File: src/rtl/spi_cmd_rx_pkg.sv
package spi_cmd_rx_pkg;
  localparam int CODE_W = 4;
  localparam int ADDR_W = 4;
  localparam int DATA_W = 8;

  localparam logic [CODE_W-1:0] OP_LOAD_ONE = 4'h1;
  localparam logic [CODE_W-1:0] OP_LOAD_ALL = 4'h8;
  localparam logic [CODE_W-1:0] OP_WRITE    = 4'hB;

  typedef struct packed {
    logic [CODE_W-1:0] code;
    logic [ADDR_W-1:0] addr;
    logic [DATA_W-1:0] data;
  } cmd_t;
endpackage

File: src/rtl/spi_cmd_rx_sync.sv
module spi_cmd_rx_sync #(
  parameter int W = 5,
  parameter int STAGES = 2,
  parameter logic [W-1:0] RST_VAL = '0
) (
  input  logic         clk,
  input  logic         rst,
  input  logic [W-1:0] d,
  output logic [W-1:0] q
);
  logic [W-1:0] stg [STAGES];

  for (genvar s = 0; s < STAGES; s++) begin : g_stage
    always_ff @(posedge clk) begin
      if (rst) stg[s] <= RST_VAL;
      else if (s == 0) stg[s] <= d;
      else stg[s] <= stg[(s == 0) ? 0 : s-1];
    end
  end

  assign q = stg[STAGES-1];
endmodule

File: src/rtl/spi_cmd_rx_shift.sv
module spi_cmd_rx_shift #(
  parameter int FRAME_W = 16
) (
  input  logic               clk,
  input  logic               rst,
  input  logic               sel,
  input  logic               bit_stb,
  input  logic               bit_in,
  input  logic               close,
  output logic [FRAME_W-1:0] word_o,
  output logic               sdo_o,
  output logic               whole_o,
  output logic               empty_o
);
  localparam int CNT_W = (FRAME_W > 1) ? $clog2(FRAME_W) : 1;
  localparam logic [CNT_W-1:0] CNT_LAST = CNT_W'(FRAME_W - 1);

  logic [FRAME_W-1:0] sh_q;
  logic [CNT_W-1:0]   cnt_q;
  logic               any_q;

  always_ff @(posedge clk) begin
    if (rst) begin
      sh_q  <= '0;
      cnt_q <= '0;
      any_q <= 1'b0;
    end else if (sel && bit_stb) begin
      sh_q  <= {sh_q[FRAME_W-2:0], bit_in};
      cnt_q <= (cnt_q == CNT_LAST) ? '0 : cnt_q + 1'b1;
      any_q <= 1'b1;
    end else if (!sel) begin
      cnt_q <= '0;
      any_q <= 1'b0;
    end
  end

  assign word_o  = sh_q;
  assign sdo_o   = sh_q[FRAME_W-1];
  assign whole_o = close && any_q && (cnt_q == '0);
  assign empty_o = close && !any_q;
endmodule

File: src/rtl/spi_cmd_rx_exec.sv
module spi_cmd_rx_exec
  import spi_cmd_rx_pkg::*;
#(
  parameter int NCH = 4,
  parameter int KEEP_W = 6
) (
  input  logic              clk,
  input  logic              rst,
  input  logic              frame_ok,
  input  logic              frame_none,
  input  cmd_t              word,
  input  logic              wp_ok,
  input  logic              preset,
  output logic              vld_o,
  output logic              replay_o,
  output cmd_t              cmd_o,
  output logic [NCH-1:0]    wr_en_o,
  output logic [KEEP_W-1:0] wr_data_o,
  output logic              ld_o,
  output logic              ld_all_o,
  output logic [ADDR_W-1:0] ld_addr_o
);
  localparam int AIDX_W = (NCH > 1) ? $clog2(NCH) : 1;

  cmd_t mem_q;
  logic mem_v_q;
  logic fire;
  cmd_t src;

  always_comb begin
    fire = frame_ok || (frame_none && mem_v_q);
    src  = frame_ok ? word : mem_q;
  end

  always_ff @(posedge clk) begin
    if (rst) begin
      mem_q     <= '0;
      mem_v_q   <= 1'b0;
      vld_o     <= 1'b0;
      replay_o  <= 1'b0;
      cmd_o     <= '0;
      wr_en_o   <= '0;
      wr_data_o <= '0;
      ld_o      <= 1'b0;
      ld_all_o  <= 1'b0;
      ld_addr_o <= '0;
    end else begin
      vld_o    <= fire;
      wr_en_o  <= '0;
      ld_o     <= 1'b0;
      ld_all_o <= 1'b0;
      if (fire) begin
        replay_o <= !frame_ok;
        cmd_o    <= src;
        if (src.code == OP_WRITE && 32'(src.addr) < NCH && wp_ok) begin
          wr_en_o[src.addr[AIDX_W-1:0]] <= 1'b1;
          wr_data_o <= src.data[KEEP_W-1:0];
        end
        if (src.code == OP_LOAD_ONE) begin
          ld_o      <= 1'b1;
          ld_addr_o <= src.addr;
        end
        if (src.code == OP_LOAD_ALL) begin
          ld_o     <= 1'b1;
          ld_all_o <= 1'b1;
        end
      end
      if (frame_ok) begin
        mem_q   <= word;
        mem_v_q <= 1'b1;
      end
      if (preset) begin
        ld_o     <= 1'b1;
        ld_all_o <= 1'b1;
      end
    end
  end
endmodule

File: src/rtl/spi_cmd_rx.sv
module spi_cmd_rx
  import spi_cmd_rx_pkg::*;
#(
  parameter int NCH = 4,
  parameter int KEEP_W = 6,
  parameter int SYNC_STAGES = 2
) (
  input  logic              clk,
  input  logic              rst,
  input  logic              sclk_i,
  input  logic              cs_n_i,
  input  logic              sdi_i,
  input  logic              wp_n_i,
  input  logic              pr_n_i,
  output logic              sdo_o,
  output logic              sdo_oe_o,
  output logic              cmd_vld_o,
  output logic              cmd_replay_o,
  output logic [CODE_W-1:0] cmd_code_o,
  output logic [ADDR_W-1:0] cmd_addr_o,
  output logic [DATA_W-1:0] cmd_data_o,
  output logic [NCH-1:0]    wr_en_o,
  output logic [KEEP_W-1:0] wr_data_o,
  output logic              ld_o,
  output logic              ld_all_o,
  output logic [ADDR_W-1:0] ld_addr_o
);
  localparam int FRAME_W = $bits(cmd_t);
  localparam int PIN_W = 5;
  // pin order: 0 sclk, 1 sdi, 2 cs_n, 3 wp_n, 4 pr_n
  localparam logic [PIN_W-1:0] PIN_IDLE = 5'b11100;

  logic [PIN_W-1:0] pin_s, pin_d;
  logic sclk_rise, cs_rise, pr_fall, sel_s, wp_ok_s;
  logic whole, empty;
  logic [FRAME_W-1:0] word_w;
  cmd_t cmd_w;
  logic sdo_oe_q;

  spi_cmd_rx_sync #(.W(PIN_W), .STAGES(SYNC_STAGES), .RST_VAL(PIN_IDLE)) u_sync (
    .clk(clk), .rst(rst),
    .d({pr_n_i, wp_n_i, cs_n_i, sdi_i, sclk_i}),
    .q(pin_s)
  );

  always_ff @(posedge clk) begin
    if (rst) begin
      pin_d    <= PIN_IDLE;
      sdo_oe_q <= 1'b0;
    end else begin
      pin_d    <= pin_s;
      sdo_oe_q <= !pin_s[2];
    end
  end

  assign sclk_rise = pin_s[0] && !pin_d[0];
  assign cs_rise   = pin_s[2] && !pin_d[2];
  assign pr_fall   = !pin_s[4] && pin_d[4];
  assign sel_s     = !pin_s[2];
  assign wp_ok_s   = pin_s[3];

  spi_cmd_rx_shift #(.FRAME_W(FRAME_W)) u_shift (
    .clk(clk), .rst(rst), .sel(sel_s), .bit_stb(sclk_rise), .bit_in(pin_s[1]),
    .close(cs_rise), .word_o(word_w), .sdo_o(sdo_o), .whole_o(whole), .empty_o(empty)
  );

  assign cmd_w = cmd_t'(word_w);

  cmd_t cmd_q;

  spi_cmd_rx_exec #(.NCH(NCH), .KEEP_W(KEEP_W)) u_exec (
    .clk(clk), .rst(rst), .frame_ok(whole), .frame_none(empty), .word(cmd_w),
    .wp_ok(wp_ok_s), .preset(pr_fall), .vld_o(cmd_vld_o), .replay_o(cmd_replay_o),
    .cmd_o(cmd_q), .wr_en_o(wr_en_o), .wr_data_o(wr_data_o), .ld_o(ld_o),
    .ld_all_o(ld_all_o), .ld_addr_o(ld_addr_o)
  );

  assign cmd_code_o = cmd_q.code;
  assign cmd_addr_o = cmd_q.addr;
  assign cmd_data_o = cmd_q.data;
  assign sdo_oe_o   = sdo_oe_q;
endmodule

File: config.mk
export PLATFORM = sky130hd
export DESIGN_NAME = spi_cmd_rx
export DESIGN_NICKNAME = d
export VERILOG_FILES = /design/src/rtl/spi_cmd_rx_pkg.sv /design/src/rtl/spi_cmd_rx_sync.sv /design/src/rtl/spi_cmd_rx_shift.sv /design/src/rtl/spi_cmd_rx_exec.sv /design/src/rtl/spi_cmd_rx.sv
export SDC_FILE = /design/constraint.sdc
export NUM_CORES = 1
export LEC_CHECK = 0
export BUFFER_PORTS_ARGS = -buffer_cell sky130_fd_sc_hd__buf_2
export CORE_ASPECT_RATIO = 0.7
export CORE_UTILIZATION = 38
export CTS_CLUSTER_DIAMETER = 60
export DETAILED_ROUTE_END_ITERATION = 8
export GPL_TIMING_DRIVEN = 0
export SYNTH_ARGS = -nofsm -noshare
export SYNTH_HDL_FRONTEND = slang
export SYNTH_HIERARCHICAL = 1
export SYNTH_SLANG_ARGS = --single-unit
export TNS_END_PERCENT = 10
File: constraint.sdc
create_clock -name clk -period 2.1 [get_ports clk]
set_input_delay 0.315 -clock clk [delete_from_list [all_inputs] [get_ports clk]]
set_output_delay 0.315 -clock clk [all_outputs]
set_load 0.02 [all_outputs]
After elaboration in Yosys (flattened, before gate mapping). Memories as Yosys holds them, arrays and structs flattened. Cells that the tools add are included.

$add $sub $neg: 1. Magnitude comparators: 3. Equality and inequality tests: 4. Muxes and demuxes: 20. Bitwise gates (word level): 4. Reductions and logical operators: 23.

Operators with widths (count): 16-bit two-way mux (1); 1-bit two-way mux (13); 4-bit equality test, second input constant (3); 4-bit two-way mux (3); 1-bit logical AND (11); 5-bit two-way mux (2); 1-bit logical NOT (6); 4-bit by 1-bit adder with 4-bit output, second input constant (1); 4-bit by 1-bit equality test with 1-bit output, second input constant (1); 4-bit logical NOT (1); 4-bit by 3-bit < comparator with 1-bit output, second input constant (1); 2-bit AND reduction (2); 2-bit by 3-bit < comparator with 1-bit output, second input constant (1); 3-bit OR reduction (1); 1-bit demux with 2-bit select (1); 2-bit by 1-bit greater-or-equal comparator with 1-bit output, second input constant (1); 1-bit NOT (2); 1-bit OR (2); 2-bit nonzero test (1); 1-bit logical OR (1).

Register bits: 78. RAM bits: 10. Input bits: 7. Output and inout port bits: 36. Logic and storage cells: 75. Memories kept: 1.

Memory list: u_sync.stg (depth 2, width 5, read ports 2, clocked after Yosys merged registers in 0, write ports 2, line spi_cmd_rx_sync.sv:11) `logic [W-1:0] stg [STAGES];`.

Logic depth before layout (Yosys ltp).
Word-level depth: 10. Mapped depth: 10.

Hierarchy. The synthesis kept the hierarchy.

Modules (own cells, without submodules): spi_cmd_rx_exec (instances 1, cells an instance 181, area an instance 1896.8 um^2); spi_cmd_rx_shift (instances 1, cells an instance 101, area an instance 852.1 um^2); spi_cmd_rx_sync (instances 1, cells an instance 20, area an instance 262.8 um^2); spi_cmd_rx (instances 1, cells an instance 12, area an instance 125.1 um^2).

Least setup slack after synthesis. No wires, ideal clock.

Path kind: register -> register. Start point: register u_shift.cnt_q[0]. End point: register u_exec.wr_data_o[0]. Arrival time: 1.885 ns. Required time: 1.979 ns. Path slack: 0.094 ns. Cell stages (with the launch flop): 10. Buffers on the path: 1. Cells stage by stage: dfxtp_1 inv_1 ha_1 nand4b_1 nor2_1 buf_6 mux2i_1 nand2_1 nor3_4 mux2_2.

Cells in the longest elaborated chain, start to end: 7. Elaborated cells between the ends (all ways): 9. Those cells by class: order compare: 1; eq/ne: 1; mux: 1; reduce/logical: 6.

RTL lines: start, declared (line spi_cmd_rx_shift.sv:19) `logic [CNT_W-1:0] cnt_q;`; start signal, assigned (line spi_cmd_rx_shift.sv:29) `cnt_q <= (cnt_q == CNT_LAST) ? '0 : cnt_q + 1'b1;`; 4-bit logical NOT * (line spi_cmd_rx_shift.sv:39) `assign whole_o = close && any_q && (cnt_q == '0);`; 1-bit logical AND * (line spi_cmd_rx_shift.sv:39); net whole (line spi_cmd_rx.sv:35) `logic whole, empty;`; 16-bit two-way mux; 4-bit by 3-bit < comparator with 1-bit output / 4-bit equality test (equally long branches) (line spi_cmd_rx_exec.sv:55) `if (src.code == OP_WRITE && 32'(src.addr) < NCH && wp_ok) begin`; 1-bit logical AND (2 in a row) (line spi_cmd_rx_exec.sv:55); 2-bit AND reduction (no line); end signal, assigned (line spi_cmd_rx_exec.sv:57) `wr_data_o <= src.data[KEEP_W-1:0];`; end, declared (line spi_cmd_rx_exec.sv:18) `output logic [KEEP_W-1:0] wr_data_o,`.

The timed path passes the listed nets; every way through them passes the cells marked *. A chain may end at the register's enable or synchronous reset.

Worst setup path after layout.
Start point: register u_shift.cnt_q[1]. End point: register u_exec/cmd_o[6] (netlist name).

Cells in the longest elaborated chain, start to end: 3. Elaborated cells between the ends (all ways): 4. Those cells by class: mux: 1; reduce/logical: 3.

RTL lines: 4-bit logical NOT * (line spi_cmd_rx_shift.sv:39); 1-bit logical AND * (line spi_cmd_rx_shift.sv:39); net whole (line spi_cmd_rx.sv:35); 16-bit two-way mux / 1-bit logical OR (equally long branches); end signal, assigned (line spi_cmd_rx_exec.sv:54) `cmd_o <= src;`; end, declared (line spi_cmd_rx_exec.sv:16) `output cmd_t cmd_o,`.

Marks and branches as above.

==> metrics <==
Critical Path Source Type flop; die height 78.0 µm; Slew Limit Fails 0; Synth area leader dfxtp_1; # setup viols final 0; clk_skew 0.00622 ns; Detailed Place HPWL about 4600 µm; placed cell area ~0.0035 mm²; min Tclk post-route 2.09 ns; Levels on crit path 9; top_reg_cell synth dfxtp_1; critical path arrival 2.34 ns; status complete, no violations; Synth Area per Inst 9.99 µm²; r2r endpoint u_exec/cmd_o[6]$_SDFFE_PP0P_; Achievable Freq 477 MHz; layout cells sized above 1 between 20% and 30%; CORE AREA between 0.007 and 0.008 mm²; Post-synth ARST share 0%; crit path max-delay cell type clkbuf_1; CP Buf/Inv Count 3; RSZ-0062 raised after global routing yes; synthesis-to-finish area growth 25.8%; instance count of the mapped netlist around 310; number of synthesized flops with an enable pin 0; antenna viol nets, final 0; pin count of the biggest net entering global routing 23; clock slew at reported path FFs 0.06 ns; Max VDD drop ~0.53 mV; Crit Path Class flop to flop; Crit path max-delay family buffers and inverters; crit path from u_shift/cnt_q[1]$_SDFFE_PP0P_; r2r setup slk approximately 0.0051 ns; die area 0.00863 mm²; Core Rows 27; PD cells 805 mW/mm²; hold slack 0.149 ns; Setup crit end u_exec/cmd_o[6]$_SDFFE_PP0P_; GP Congestion ~0.74; worst-path fanout max 10; slowest stage delay, CP 0.50 ns; vias per cell 4.94; Root Buffer clkbuf_16; post-synthesis sequential area ratio between 50% and 60%; min-delay worst type primary input to flop; Remaining Overflow, GRT 0; Max Root-Sink Buffers 2; most common cell in the netlist dfxtp_1; initial antenna violation count 0; RR Startpoint u_shift/cnt_q[1]$_SDFFE_PP0P_; Synth top area share 54.9%; IO buf count 42; Netlist cell types 43; R2R cell count 9; mapped cell area 0.00314 mm²; CTS tree yes; design area 0.00395 mm²; Hold Vio Cnt, Final 0; H-tree levels 3; Max Cap Viol 0; Synth area leaders dfxtp_1, mux2i_1, nor2_1; diode count 0; Post-Route Setup TNS 0 ns; CTS Buf Count 9; DRC errors left 0; initial core utilization 39.5%; crit path capture type flop; WL/cell 14.2 µm; Post-CTS Hold Buffers 0; leakage ~1.6 nW; Tcrit/Tclk final ~100%; Finished Core Util 49.7%; CP Cell Sequence inv_2 > ha_4 > nand4b_1 > nor2_2 > buf_6 > a21o_1 > clkbuf_1 > nor2_1 > a211oi_1; drt pass-1 iters 4; clk_lat worst skew 0.34 ns; nets a little under 400; relative slew slack 58.4%; top cells by count, synth dfxtp_1, nor2_1, nand2_1, mux2i_1, nor2b_1; clk sink count 86; slew of the pin with the lowest slew margin 0.625 ns; first-pass GRT wire length around 11,000 µm; vias in the first global route 2,224; Mapped Nets 323; Total GRT Usage between 10% and 20%; Post-Route WL just under 7000 µm; synth warn 6; Iter 0 DRT Violations 138; die width 111 µm; WP data required 2.35 ns; post-synthesis register bit count 86; I/O pin total 43; vias 2,377
==> registers in the layout, indices dropped and copies added (netlist names) <==
register and cells:
u_exec/replay_o 1, u_exec/wr_data_o 6, sdo_oe_o 1, u_exec/cmd_o 16, u_shift/cnt_q 4, u_exec/vld_o 1
u_exec/ld_o 1, u_exec/ld_addr_o 4, u_exec/mem_q 16, pin_d 3, u_sync/stg 10, u_exec/wr_en_o 4
u_exec/ld_all_o 1, u_shift/any_q 1, u_exec/mem_v_q 1, u_shift/word_o 16
==> cell usage in the layout, fill, tap and decap left out, types with 8 or more instances in the layout <==
master and count:
dfxtp_1 83, buf_2 43, nor2_1 42, nand2_1 33
nor2b_1 16, a21oi_1 15, mux2i_1 14, a211oi_1 14
buf_4 11, clkbuf_16 9, or2_1 8, clkbuf_1 8
==> final cells by class <==
class / count / area (µm²)
Clock buffer: 11 / 253
Buffer: 18 / 119
Timing Repair Buffer: 51 / 290
Multi-Input combinational cell: 205 / 1390
Sequential cell: 86 / 1730
Clock inverter: 4 / 22.5
Fill cell: 734 / 3990
Inverter: 5 / 18.8
Tap cell: 101 / 126
==> how the worst min path moves through the flow <==
stage,end,start,cells after the start,slack [ns]
floorplan,sdo_oe_o$_SDFF_PP0_,rst,1,0.38
global placement,u_sync/stg[1][2]$_SDFF_PP1_,u_sync/stg[0][2]$_SDFF_PP1_,1,0.39
detailed placement,u_sync/stg[1][4]$_SDFF_PP1_,u_sync/stg[0][4]$_SDFF_PP1_,1,0.40
CTS,u_sync/stg[0][2]$_SDFF_PP1_,cs_n_i,2,0.14
global route,u_sync/stg[0][3]$_SDFF_PP1_,wp_n_i,2,0.14
finish,u_sync/stg[0][2]$_SDFF_PP1_,cs_n_i,2,0.15
==> logic make-up (layout without fill, tap and decap cells) <==
logic type / count (synthesis) / in the layout / share of synthesized area [%]
xor+xnor: 1 / 1 / 0.279
buf+inv: 23 / 89 / 4.35
mux: 27 / 27 / 8.97
flops: 86 / 86 / 54.9
fa+ha+maj: 2 / 2 / 0.798
compound gates: 43 / 43 / 9.53
simple gates: 132 / 132 / 21.2
==> metal layers <==
layer  wire, µm  GRT usage [%]  up-vias
met5          0              0        -
met2       2860           24.7       46
met4         84           6.53        0
met1       3560           23.1     1133
met3        343           6.64        9
li1           -              -     1189
==> through the flow <==
step / instances / total power, mW / setup WS (ns)
after detailed placement: 457 / 1.75 / -0.338
after global placement: 457 / 1.75 / -0.320
after global routing: 481 / 3.29 / -0.118
after floorplan: 314 / 1.72 / 0.0940
final: 481 / 3.18 / 0.00508
after CTS: 480 / 3.22 / -0.00846
==> repair_timing <==
item	in CTS	in global routing
pin swaps	4	3
gates resized for setup	24	8
endpoints found under the setup margin	28	30
cloned	1	0
buffers inserted	7	1
==> power by group <==
part / switching [mW] / leakage, nW / internal [mW]
clock: 0.613 / 0.137 / 0.852
combinational: 0.0442 / 0.726 / 0.0232
sequential: 0.00378 / 0.696 / 1.64
Note: power is estimated with default switching activity, not from simulation.
